$ cat src/rtl/modem_line_pkg.sv
package modem_line_pkg;
  localparam int DATA_W   = 8;
  localparam int LINE_CNT = 4;
  localparam int CTL_W    = 5;

  // line vector order equals status bit order minus LINE_CNT
  localparam int LN_CTS = 0;
  localparam int LN_DSR = 1;
  localparam int LN_RI  = 2;
  localparam int LN_DCD = 3;

  localparam int CB_TERM = 0;
  localparam int CB_REQ  = 1;
  localparam int CB_AUX1 = 2;
  localparam int CB_AUX2 = 3;
  localparam int CB_LOOP = 4;

  localparam logic [CTL_W-1:0] CTL_RESET = 5'b01000;

  typedef enum logic {SEL_CTL = 1'b0, SEL_STS = 1'b1} reg_sel_e;

  function automatic logic [LINE_CNT-1:0] loop_lines(input logic [CTL_W-1:0] c);
    logic [LINE_CNT-1:0] l;
    l[LN_DCD] = c[CB_AUX2];
    l[LN_RI]  = c[CB_AUX1];
    l[LN_DSR] = c[CB_TERM];
    l[LN_CTS] = c[CB_REQ];
    return l;
  endfunction
endpackage

$ cat src/rtl/modem_line_sync.sv
module modem_line_sync #(
  parameter int WIDTH  = 4,
  parameter int STAGES = 2
) (
  input  logic             clk,
  input  logic             rst,
  input  logic [WIDTH-1:0] async_in,
  output logic [WIDTH-1:0] sync_out
);
  logic [WIDTH-1:0] stg [STAGES];

  always_ff @(posedge clk) begin
    if (rst) stg[0] <= '0;
    else     stg[0] <= async_in;
  end

  for (genvar s = 1; s < STAGES; s++) begin : g_stage
    always_ff @(posedge clk) begin
      if (rst) stg[s] <= '0;
      else     stg[s] <= stg[s-1];
    end
  end

  assign sync_out = stg[STAGES-1];
endmodule

$ cat src/rtl/modem_line_ctl.sv
module modem_line_ctl
  import modem_line_pkg::*;
(
  input  logic                clk,
  input  logic                rst,
  input  logic                wr_ctl,
  input  logic [CTL_W-1:0]    wdata,
  output logic [CTL_W-1:0]    ctl,
  output logic [LINE_CNT-1:0] pins
);
  logic [CTL_W-1:0]    ctl_q;
  logic [LINE_CNT-1:0] pins_q;

  always_ff @(posedge clk) begin
    if (rst) begin
      ctl_q  <= CTL_RESET;
      pins_q <= CTL_RESET[LINE_CNT-1:0];
    end else if (wr_ctl) begin
      ctl_q <= wdata;
      if (!wdata[CB_LOOP]) pins_q <= wdata[LINE_CNT-1:0];
    end
  end

  assign ctl  = ctl_q;
  assign pins = pins_q;

  // pins move only on a control write with loopback clear
  a_r10_pins_hold: assert property (@(posedge clk) disable iff (rst)
    !(wr_ctl && !wdata[CB_LOOP]) |=> $stable(pins_q));
  a_r3_pins_follow: assert property (@(posedge clk) disable iff (rst)
    (wr_ctl && !wdata[CB_LOOP]) |=> (pins_q == $past(wdata[LINE_CNT-1:0])));
endmodule

$ cat src/rtl/modem_line_sts.sv
module modem_line_sts
  import modem_line_pkg::*;
#(
  parameter int SYNC_STAGES = 2
) (
  input  logic                clk,
  input  logic                rst,
  input  logic [LINE_CNT-1:0] ext_lines,
  input  logic [LINE_CNT-1:0] lb_lines,
  input  logic                lb_en,
  input  logic                clr_delta,
  output logic [LINE_CNT-1:0] lines,
  output logic [LINE_CNT-1:0] delta,
  output logic                irq
);
  localparam int SETTLE = SYNC_STAGES + 1;
  localparam int CNT_W  = $clog2(SETTLE + 1);

  logic [CNT_W-1:0]    arm_cnt;
  logic                armed;
  logic [LINE_CNT-1:0] eff, prev_q, evt, delta_q, delta_d;
  logic                irq_q;

  assign eff   = lb_en ? lb_lines : ext_lines;
  assign armed = (arm_cnt == CNT_W'(SETTLE));

  for (genvar i = 0; i < LINE_CNT; i++) begin : g_evt
    if (i == LN_RI) begin : g_trail
      assign evt[i] = armed & prev_q[i] & ~eff[i];
    end else begin : g_any
      assign evt[i] = armed & (prev_q[i] ^ eff[i]);
    end
  end

  assign delta_d = (clr_delta ? '0 : delta_q) | evt;

  always_ff @(posedge clk) begin
    if (rst) begin
      arm_cnt <= '0;
      prev_q  <= '0;
      delta_q <= '0;
      irq_q   <= 1'b0;
    end else begin
      if (!armed) arm_cnt <= arm_cnt + 1'b1;
      prev_q  <= eff;
      delta_q <= delta_d;
      irq_q   <= |delta_d;
    end
  end

  assign lines = eff;
  assign delta = delta_q;
  assign irq   = irq_q;

  // a read leaves only changes detected in that same cycle
  a_r6_read_clears: assert property (@(posedge clk) disable iff (rst)
    clr_delta |=> ((delta_q & ~$past(evt)) == '0));
  // ring rising never records a change
  a_r5_ring_rise_quiet: assert property (@(posedge clk) disable iff (rst)
    !prev_q[LN_RI] |=> !$rose(delta_q[LN_RI]));
  // interrupt condition tracks the change bits
  a_r8_irq_tracks: assert property (@(posedge clk) disable iff (rst)
    irq_q == (|delta_q));
  // a change at the read edge survives the clear
  a_r7_keep_on_read: assert property (@(posedge clk) disable iff (rst)
    (clr_delta && (|evt)) |=> irq_q);
endmodule

$ cat src/rtl/modem_line_unit.sv
module modem_line_unit
  import modem_line_pkg::*;
#(
  parameter int SYNC_STAGES = 2
) (
  input  logic              clk,
  input  logic              rst,
  input  logic              reg_sel,
  input  logic              wr_en,
  input  logic              rd_en,
  input  logic [DATA_W-1:0] wr_data,
  output logic [DATA_W-1:0] rd_data,
  input  logic              in_clear_send,
  input  logic              in_set_ready,
  input  logic              in_ring,
  input  logic              in_carrier,
  output logic              out_term_ready,
  output logic              out_req_send,
  output logic              out_aux1,
  output logic              out_aux2,
  output logic              msi_pend
);
  logic [LINE_CNT-1:0] raw_lines, sync_lines, lines, delta, pins;
  logic [CTL_W-1:0]    ctl;
  logic                wr_ctl, rd_sts;
  logic [DATA_W-1:0]   rd_q;

  assign raw_lines[LN_CTS] = in_clear_send;
  assign raw_lines[LN_DSR] = in_set_ready;
  assign raw_lines[LN_RI]  = in_ring;
  assign raw_lines[LN_DCD] = in_carrier;

  assign wr_ctl = wr_en && (reg_sel == SEL_CTL);
  assign rd_sts = rd_en && (reg_sel == SEL_STS);

  modem_line_sync #(.WIDTH(LINE_CNT), .STAGES(SYNC_STAGES)) u_sync (
    .clk(clk), .rst(rst), .async_in(raw_lines), .sync_out(sync_lines));

  modem_line_ctl u_ctl (
    .clk(clk), .rst(rst), .wr_ctl(wr_ctl), .wdata(wr_data[CTL_W-1:0]),
    .ctl(ctl), .pins(pins));

  modem_line_sts #(.SYNC_STAGES(SYNC_STAGES)) u_sts (
    .clk(clk), .rst(rst), .ext_lines(sync_lines), .lb_lines(loop_lines(ctl)),
    .lb_en(ctl[CB_LOOP]), .clr_delta(rd_sts), .lines(lines), .delta(delta),
    .irq(msi_pend));

  always_ff @(posedge clk) begin
    if (rst)
      rd_q <= '0;
    else if (rd_en) begin
      if (reg_sel == SEL_STS) rd_q <= {lines, delta};
      else                    rd_q <= {{(DATA_W-CTL_W){1'b0}}, ctl};
    end
  end

  assign rd_data        = rd_q;
  assign out_term_ready = pins[CB_TERM];
  assign out_req_send   = pins[CB_REQ];
  assign out_aux1       = pins[CB_AUX1];
  assign out_aux2       = pins[CB_AUX2];

  // control reads carry zeros above the kept field
  a_r2_ctl_read_upper: assert property (@(posedge clk) disable iff (rst)
    (rd_en && reg_sel == SEL_CTL) |=> (rd_q[DATA_W-1:CTL_W] == '0));
  // a status-select write leaves the control register alone
  a_r11_sts_write_ignored: assert property (@(posedge clk) disable iff (rst)
    (wr_en && reg_sel == SEL_STS) |=> $stable(ctl));
endmodule

$ cat config.mk
export PLATFORM = sky130hd
export DESIGN_NAME = modem_line_unit
export DESIGN_NICKNAME = d
export VERILOG_FILES = /design/src/rtl/modem_line_pkg.sv /design/src/rtl/modem_line_sync.sv /design/src/rtl/modem_line_ctl.sv /design/src/rtl/modem_line_sts.sv /design/src/rtl/modem_line_unit.sv
export SDC_FILE = /design/constraint.sdc
export NUM_CORES = 1
export LEC_CHECK = 0
export BUFFER_PORTS_ARGS = -buffer_cell sky130_fd_sc_hd__buf_2
export CAP_MARGIN = 20
export CORE_MARGIN = 2
export CORE_UTILIZATION = 52
export DETAILED_ROUTE_END_ITERATION = 10
export GPL_ROUTABILITY_DRIVEN = 1
export PLACE_DENSITY_LB_ADDON = 0.1
export SETUP_SLACK_MARGIN = 0.1
export SLEW_MARGIN = 20
export SYNTH_ARGS = -nofsm -noshare
export SYNTH_HDL_FRONTEND = slang
export SYNTH_SLANG_ARGS = --single-unit
export TNS_END_PERCENT = 20
$ cat constraint.sdc
create_clock -name clk -period 1.8 [get_ports clk]
set_input_delay 0.54 -clock clk [delete_from_list [all_inputs] [get_ports clk]]
set_output_delay 0.54 -clock clk [all_outputs]
set_load 0.03 [all_outputs]
==> results.json, run 1 <==
{
  "place_area_sq_mm": 0.00148,
  "dp_slack_ns": 0.208,
  "dieArea_sq_mm": 0.00304,
  "drc": 0,
  "cts_resized": 0,
  "maxCapViolations": 0,
  "cpPeakStageDelay_ns": 0.50,
  "worstSetupStartpointType": "register",
  "antenna_left": 0,
  "rows": 18,
  "wl_per_cell_um": 12.4,
  "diodes": 0,
  "start_util_pct": 54.8,
  "chipHeight_um": 55.1,
  "async_flop_share_pct": 0,
  "reg2reg_to": "u_sts.irq$_SDFF_PP0_",
  "cp_max_fo": 6,
  "setup_violations": 0,
  "rsz0062_at_grt": "false",
  "regToRegSetupSlack_ns": 0.23,
  "p_switching_uw": 386,
  "final_nets": 178,
  "combPwrFrac_pct": 12.1,
  "drive_gt1_share_pct": 24.4,
  "whs_endpoint": "u_sync.stg[0][3]$_SDFF_PP0_",
  "grt_max_degree": 37,
  "tritoncts": "built",
  "crit_type": "reg2reg",
  "root_buffer": "clkbuf_4",
  "pwr-share-clk_pct": 29.8,
  "period_minus_slack_ns": 1.57,
  "dr_total_vias": 969,
  "grt-busiest-layer": "met2",
  "avgSynthCellArea_sq_um": 10.1,
  "p_leak_nw": 0.676,
  "worstHoldPathCells": 2,
  "final_util_pct": 62.3,
  "end_kind": "register",
  "sw_frac_of_total_pct": 26.0,
  "antenna_found_initial": 0,
  "dpl.cell_count": 182,
  "avgViaCountPerCell": 5.10,
  "synth_fp_nets": 153,
  "synth_edf_count": 0,
  "hold_buffers": 0,
  "r2r_start": "u_ctl.ctl[4]$_SDFFE_PP0N_",
  "powerDensity_mw_per_mm2": 963,
  "slew_violations": 0,
  "critPathRequiredTime_ns": 2.07,
  "worstHoldPathType": "in2reg",
  "max_slew_margin_pct": 59.2,
  "first_global_vias": 837,
  "crit_arrival_ns": 1.83,
  "drt_first_pass_iters": 4,
  "instances_no_fill": 190,
  "synth_cells": 134,
  "h-tree-depth": 2,
  "ys_warn_count": 0,
  "grt_pass1_wl_um": 3570,
  "use_met2_pct": 28.0,
  "track_usage_pct": 17.2,
  "min_from": "in_carrier",
  "hpwl_um": 1680,
  "met3_usage_pct": 5.91,
  "reg2regPathDepth": 3,
  "outcome": "completed",
  "synth_cell_types": 25,
  "met1_usage_pct": 19.7,
  "ir_drop_v": 0.000764,
  "synth-seq-area-share_pct": 53.1,
  "clk_latency_ns": 0.34,
  "max_freq_ghz": 0.638,
  "wirelength_um": 2350,
  "ys_ff_latch": 36,
  "synth_area_sq_mm": 0.00136,
  "core_sq_mm": 0.00248,
  "post-cts-setup-buffers": 0,
  "area.growth.synth_to_final_pct": 13.6,
  "fillerInstances": 232,
  "cts_made_buffers": 5,
  "grt-ovfl-total": 0,
  "finalCritPeriodShare_pct": 87.0,
  "whs_ns": 0.409,
  "drt_iter0_drc": 18,
  "setup_ws_ns": 0.233,
  "fin_skew_ns": 0.00542,
  "clk_pin_slew_worst_paths_ns": 0.10,
  "ys.flop_type": "dfxtp_1",
  "share_seq_of_total_power_pct": 58.1,
  "place_congestion": 0.722,
  "dieWidth_um": 55.1,
  "port_buffers": 26,
  "fin_area_sq_mm": 0.00154,
  "clock_sinks": 36,
  "power_mw": 1.49,
  "p_int_mw": 1.10,
  "hold_viol_final": 0,
  "cp_slowest_cell": "dfxtp_1",
  "cts.path.max_buffers": 2,
  "crit_chain": "mux2i_1, mux2_2, a41oi_2",
  "ioPinCount": 30,
  "tns_ns": 0,
  "worstMarginPinSlew_ns": 0.613
}
## routing by layer
metal  vias up  part of all wire, %
li1        507                    -
met1       433                   46
met2        25                   48
met3         4                  5.2
met4         0                  1.6
met5         -                    0
## area by class of cell
type | count | area, sq um | area share [%]
Multi-Input combinational cell | 88 | 586 | 38.0
Timing Repair Buffer | 26 | 130 | 8.43
Tap cell | 30 | 37.5 | 2.43
Inverter | 2 | 7.51 | 0.487
Clock inverter | 2 | 10.0 | 0.649
Clock buffer | 6 | 51.3 | 3.33
Sequential cell | 36 | 721 | 46.7
## synth_stat cells (2+ instances only)
library cell,instances,area (sq um)
nor2b_1,9,56.3
mux2_2,2,22.5
a211oi_1,4,30.0
buf_2,2,10.0
o21ai_0,3,15.0
a21oi_1,7,35.0
a211o_1,3,26.3
a2bb2oi_1,3,26.3
nor2_1,20,75.1
mux2i_1,13,130
nand2b_1,4,25.0
a32oi_1,2,17.5
dfxtp_1,36,721
clkbuf_1,3,11.3
ha_1,2,25.0
nand2_1,11,41.3
inv_1,2,7.51
## power by group through the flow
stage / clock, mW / sequential (mW) / combinational [mW]
global placement: 0 / 0.880 / 0.174
CTS: 0.462 / 0.865 / 0.181
floorplan: 0 / 0.902 / 0.114
finish: 0.443 / 0.863 / 0.179
global route: 0.491 / 0.870 / 0.200
detailed placement: 0 / 0.883 / 0.180
## cell usage in the layout (no fill, tap or decap), drive strengths merged, types with 4 or more instances in the layout
master,n
dfxtp,36
buf,26
nor2,20
mux2i,13
nand2,11
nor2b,9
a21oi,7
clkbuf,6
nand2b,4
a211oi,4
## registers in the layout, indices dropped and copies added (netlist names)
| signal | cells |
|---|---|
| rd_data | 8 |
| u_sync.stg | 8 |
| u_ctl.ctl | 5 |
| u_ctl.pins | 4 |
| u_sts.delta | 4 |
| u_sts.prev_q | 4 |
| u_sts.arm_cnt | 2 |
| u_sts.irq | 1 |
## how the worst max path moves through the flow
stage                                             to  slack [ns]                 startpoint
final                           u_sts.irq$_SDFF_PP0_        0.23  u_ctl.ctl[4]$_SDFFE_PP0N_
after global routing            u_sts.irq$_SDFF_PP0_        0.11  u_ctl.ctl[4]$_SDFFE_PP0N_
after CTS                       u_sts.irq$_SDFF_PP0_        0.26  u_ctl.ctl[4]$_SDFFE_PP0N_
after detailed placement   u_ctl.ctl[3]$_SDFFE_PP1N_        0.21                    reg_sel
after global placement     u_ctl.ctl[3]$_SDFFE_PP1N_        0.23                    reg_sel
after floorplan           u_ctl.pins[3]$_SDFFE_PP1P_        0.39                    reg_sel
## worst max-delay path, delay by kind of cell, from the launching register on
kind	cells	cell delay, ns
mux	2	0.85
flops	1	0.50
compound gates	1	0.15
## logic make-up after synthesis
family          Yosys count  synth area share, %
buf+inv                  10                 3.78
fa+ha+maj                 2                 1.84
compound gates           23                 12.3
flops                    36                 53.1
xor+xnor                  1                0.645
mux                      16                 12.3
simple gates             46                 16.0
Power figures use the tool's default switching activity.
==> run 2, diff against run 1 <==
- CORE_UTILIZATION: 52 -> 40
==> results.json, run 2 (synthesis results as in run 1) <==
{
  "wirelength_um": 2400,
  "start_util_pct": 41.3,
  "ir_drop_v": 0.000394,
  "rsz0062_at_grt": "false",
  "antenna_left": 0,
  "slew_violations": 0,
  "core_sq_mm": 0.00328,
  "place_congestion": 0.779,
  "wl_per_cell_um": 11.5,
  "p_switching_uw": 376,
  "sw_frac_of_total_pct": 25.3,
  "worstHoldPathType": "in2reg",
  "cp-startpoint": "u_ctl.ctl[4]$_SDFFE_PP0N_",
  "critPathRequiredTime_ns": 2.05,
  "maxCapViolations": 0,
  "hold_buffers": 0,
  "post-cts-setup-buffers": 0,
  "clk_latency_ns": 0.33,
  "grt_max_degree": 37,
  "drt_first_pass_iters": 4,
  "port_buffers": 26,
  "drc": 0,
  "power_mw": 1.48,
  "rows": 21,
  "dieWidth_um": 62.3,
  "fin_skew_ns": 0.00643,
  "pwr-share-clk_pct": 29.6,
  "drive_gt1_share_pct": 24.1,
  "mostFrequentLayoutCells": "36 x dfxtp_1, 26 x buf_2, 20 x nor2_1",
  "cts_resized": 0,
  "avgViaCountPerCell": 4.74,
  "combPwrFrac_pct": 12.3,
  "end_kind": "register",
  "max_freq_ghz": 0.637,
  "cts_made_buffers": 5,
  "tns_ns": 0,
  "multi_input_area_sq_um": 586,
  "clk_pin_slew_worst_paths_ns": 0.10,
  "share_seq_of_total_power_pct": 58.1,
  "p_int_mw": 1.11,
  "clock_sinks": 36,
  "dr_total_vias": 985,
  "grt_pass1_wl_um": 4260,
  "outcome": "completed",
  "diodes": 0,
  "min_from": "in_ring",
  "crit_type": "reg2reg",
  "antenna_found_initial": 0,
  "final_common_cell": "dfxtp_1",
  "period_minus_slack_ns": 1.57,
  "powerDensity_mw_per_mm2": 943,
  "setup_violations": 0,
  "finalCritPeriodShare_pct": 87.2,
  "h-tree-depth": 2,
  "hpwl_um": 1730,
  "track_usage_pct": 14.3,
  "grt-ovfl-total": 0,
  "chipHeight_um": 62.3,
  "p_leak_nw": 0.681,
  "max_slew_margin_pct": 58.3,
  "seqCellArea_sq_um": 721,
  "crit_arrival_ns": 1.82,
  "final_nets": 180,
  "worstSetupStartpointType": "register",
  "dieArea_sq_mm": 0.00388,
  "root_buffer": "clkbuf_4",
  "first_global_vias": 957,
  "hold_viol_final": 0,
  "area.growth.synth_to_final_pct": 16.0,
  "cts.path.max_buffers": 2,
  "worstMarginPinSlew_ns": 0.625,
  "cp_max_fo": 6,
  "tritoncts": "built",
  "drt_iter0_drc": 37,
  "ioPinCount": 30,
  "fillerInstances": 335,
  "r2r_start": "u_ctl.ctl[4]$_SDFFE_PP0N_"
}
[run 2: cell count changes in the layout (fill, tap and decap cells not counted), sizes merged]
cell    change
clkbuf      +2
buf         +2
clkinv      -2
[run 2: cell type report]
cell class	count	area share [%]
multi-input combinational	88	37.2
inverter	2	0.477
tap	46	3.65
sequential	36	45.8
timing repair buffer	28	9.21
clock buffer	8	3.73
[run 2: worst max-delay path, cell delays in order (launching register included)]
cell and delay (ns):
dfxtp_1 0.52, mux2i_1 0.43, mux2_4 0.35, a41oi_2 0.19
[run 2: power groups by stage]
stage	clock network (mW)	registers (mW)	logic (mW)
after global placement	0	0.881	0.179
after detailed placement	0	0.883	0.185
after floorplan	0	0.902	0.114
after CTS	0.455	0.864	0.186
final	0.440	0.863	0.182
after global routing	0.494	0.869	0.206
[run 2: final timing paths]
kind	endpoint	slack (ns)	cells past startpoint
worst max-delay path	u_sts.irq$_SDFF_PP0_	0.23	3
worst max register to register	u_sts.irq$_SDFF_PP0_	0.23	3
worst min-delay path	u_sync.stg[0][2]$_SDFF_PP0_	0.41	2
worst min register to register	u_sync.stg[1][1]$_SDFF_PP0_	0.45	1
[run 2: through the flow]
stage               cell area, sq um  utilization (%)  hold slack, ns  worst slack [ns]  cells
finish                          1580             48.0           0.413             0.231    208
global route                    1580             48.0           0.403             0.137    208
CTS                             1580             48.0           0.402             0.211    208
detailed placement              1520             46.2           0.429             0.197    200
global placement                1520             46.2           0.425             0.213    200
floorplan                       1360                -           0.414             0.394    134
[run 2: per-layer routing]
metal	GRT usage, %	up-vias	routed length [um]
li1	-	513	-
met1	16.9	447	1120
met2	22.6	19	1100
met3	6.52	6	136
met4	5.83	0	46
met5	0	-	0
==> run 3, diff against run 2 <==
- ABC_AREA: unset -> 1
==> results.json, run 3 <==
{
  "final_util_pct": 49.0,
  "wl_per_cell_um": 11.0,
  "drc": 0,
  "first_global_vias": 1020,
  "port_buffers": 26,
  "rows": 21,
  "final_common_cell": "dfxtp_1",
  "area.growth.synth_to_final_pct": 14.4,
  "tns_ns": 0,
  "powerDensity_mw_per_mm2": 901,
  "synth-seq-area-share_pct": 49.2,
  "ir_drop_v": 0.000499,
  "ys_ff_latch": 36,
  "cpPeakStageDelay_ns": 0.35,
  "crit_type": "reg2out",
  "tritoncts": "built",
  "dieArea_sq_mm": 0.00416,
  "p_leak_nw": 0.807,
  "track_usage_pct": 14.5,
  "share_seq_of_total_power_pct": 57.6,
  "finalCritPeriodShare_pct": 79.0,
  "cts_made_buffers": 5,
  "antenna_found_initial": 0,
  "drt_first_pass_iters": 4,
  "fin_area_sq_mm": 0.00168,
  "synth_cell_types": 22,
  "mostFrequentLayoutCells": "36 x dfxtp_1, 27 x inv_1, 27 x nand2_1",
  "setup_violations": 0,
  "cp_top_family": "flip-flops",
  "instances_no_fill": 249,
  "place_congestion": 0.733,
  "clk_latency_ns": 0.33,
  "dr_total_vias": 1149,
  "sw_frac_of_total_pct": 27.5,
  "p_int_mw": 1.09,
  "clock_sinks": 36,
  "yosys.area.top_type": "dfxtp_1",
  "crit_arrival_ns": 0.88,
  "cp_max_fo": 2,
  "core_sq_mm": 0.00342,
  "worstHoldPathType": "in2reg",
  "fin_skew_ns": 0.00769,
  "synth_fp_nets": 193,
  "hpwl_um": 2030,
  "grt_max_degree": 22,
  "yosys-top-cells-count": "36 x dfxtp_1, 27 x inv_1, 27 x nand2_1",
  "critPathRequiredTime_ns": 1.26,
  "synth_most_common_cell": "dfxtp_1",
  "async_flop_share_pct": 0,
  "start_util_pct": 42.9,
  "root_buffer": "clkbuf_4",
  "worstSetupStartpointType": "register",
  "cp_slowest_cell": "dfxtp_1",
  "drt_iter0_drc": 57,
  "hold_viol_final": 0,
  "avgViaCountPerCell": 4.61,
  "slew_violations": 0,
  "end_kind": "output pin",
  "chipHeight_um": 64.5,
  "final_nets": 221,
  "cts.path.max_buffers": 2,
  "rsz0062_at_grt": "false",
  "maxCapViolations": 0,
  "dieWidth_um": 64.5,
  "max_slew_margin_pct": 69.1,
  "post-synth-top-area-fraction_pct": 49.2,
  "p_switching_uw": 414,
  "grt_pass1_wl_um": 4500,
  "synth_cells": 174,
  "wirelength_um": 2740,
  "hold_buffers": 0,
  "period_minus_slack_ns": 1.42,
  "worstMarginPinSlew_ns": 0.463,
  "grt-ovfl-total": 0,
  "regToRegSetupSlack_ns": 0.49,
  "synth_edf_count": 0,
  "crit_buf_inv": 1,
  "dpl.cell_count": 241,
  "yosys-top-cells-area": "dfxtp_1 49%, inv_1 6.9%, nand2_1 6.9%, a21oi_1 5.8%, o211ai_1 4.6%",
  "h-tree-depth": 2,
  "ys.flop_type": "dfxtp_1",
  "clk_pin_slew_worst_paths_ns": 0.11,
  "outcome": "completed",
  "antenna_left": 0,
  "diodes": 0,
  "combPwrFrac_pct": 12.8,
  "place_area_sq_mm": 0.00161,
  "crit_chain": "buf_2",
  "max_freq_ghz": 0.703,
  "avgSynthCellArea_sq_um": 8.41,
  "pwr-share-clk_pct": 29.6,
  "ys_warn_count": 0,
  "ioPinCount": 30,
  "synth_area_sq_mm": 0.00146,
  "post-cts-setup-buffers": 0,
  "whs_ns": 0.397,
  "drive_gt1_share_pct": 26.6,
  "cts_resized": 0
}
==> run 3: cell types whose count changed in the layout (fill, tap and decap cells not counted), moves of 5 or more <==
cell      before  now
a21oi_1        7   17
inv_1          2   27
mux2i_1       13    0
nand2_1       11   27
nand2_2        0    5
nand3_1        0    5
nand3_2        0    5
nor2_1        20   15
nor2b_1        9    0
o211ai_1       0    9
==> run 3: logic make-up (layout without fill, tap and decap cells) <==
| group | after synthesis | in the layout | synth area share [%] |
|---|---|---|---|
| AO/OA/AOI/OAI | 38 | 38 | 16.2 |
| adder cells (fa/ha/maj) | 2 | 2 | 1.71 |
| buffers and inverters | 37 | 66 | 11.7 |
| flip-flops | 36 | 36 | 49.2 |
| AND/OR/NAND/NOR | 61 | 61 | 21.1 |
==> run 3: final cells by class <==
class,instances,area (sq um)
well taps,46,57.6
multi-input cells,101,572
flip-flops and latches,36,721
fillers,352,1740
repair buffers,27,138
clock inverters,2,10.0
inverters,31,126
clock buffers,6,51.3
==> run 3: worst paths after layout <==
check                                                  from                          end  depth (start not counted)
worst max-delay path             u_ctl.pins[2]$_SDFFE_PP0P_                     out_aux1                          1
worst min-delay path                                in_ring  u_sync.stg[0][2]$_SDFF_PP0_                          3
worst max register to register    u_ctl.ctl[4]$_SDFFE_PP0N_         u_sts.irq$_SDFF_PP0_                          6
worst min register to register  u_sync.stg[0][0]$_SDFF_PP0_  u_sync.stg[1][0]$_SDFF_PP0_                          2
==> run 3: routing by layer <==
layer / up-vias / track usage, % / routed length (um) / share of wire [%]
li1: 615 / - / - / -
met1: 503 / 18.1 / 1370 / 50
met2: 26 / 22.3 / 1170 / 43
met3: 5 / 5.56 / 150 / 5.5
met4: 0 / 6.38 / 43 / 1.6
met5: - / 0 / 0 / 0
==> run 3: metrics by stage <==
| step | setup WS, ns | total power, mW |
|---|---|---|
| floorplan | 0.594 | 1.03 |
| global placement | 0.434 | 1.08 |
| detailed placement | 0.420 | 1.08 |
| CTS | 0.355 | 1.53 |
| global route | 0.312 | 1.60 |
| finish | 0.378 | 1.51 |
==> run 3: power by group through the flow <==
stage / Clock (mW) / Combinational (mW) / Sequential, mW
floorplan: 0 / 0.124 / 0.907
CTS: 0.469 / 0.196 / 0.869
global placement: 0 / 0.191 / 0.886
detailed placement: 0 / 0.195 / 0.888
finish: 0.446 / 0.193 / 0.869
global route: 0.509 / 0.216 / 0.875
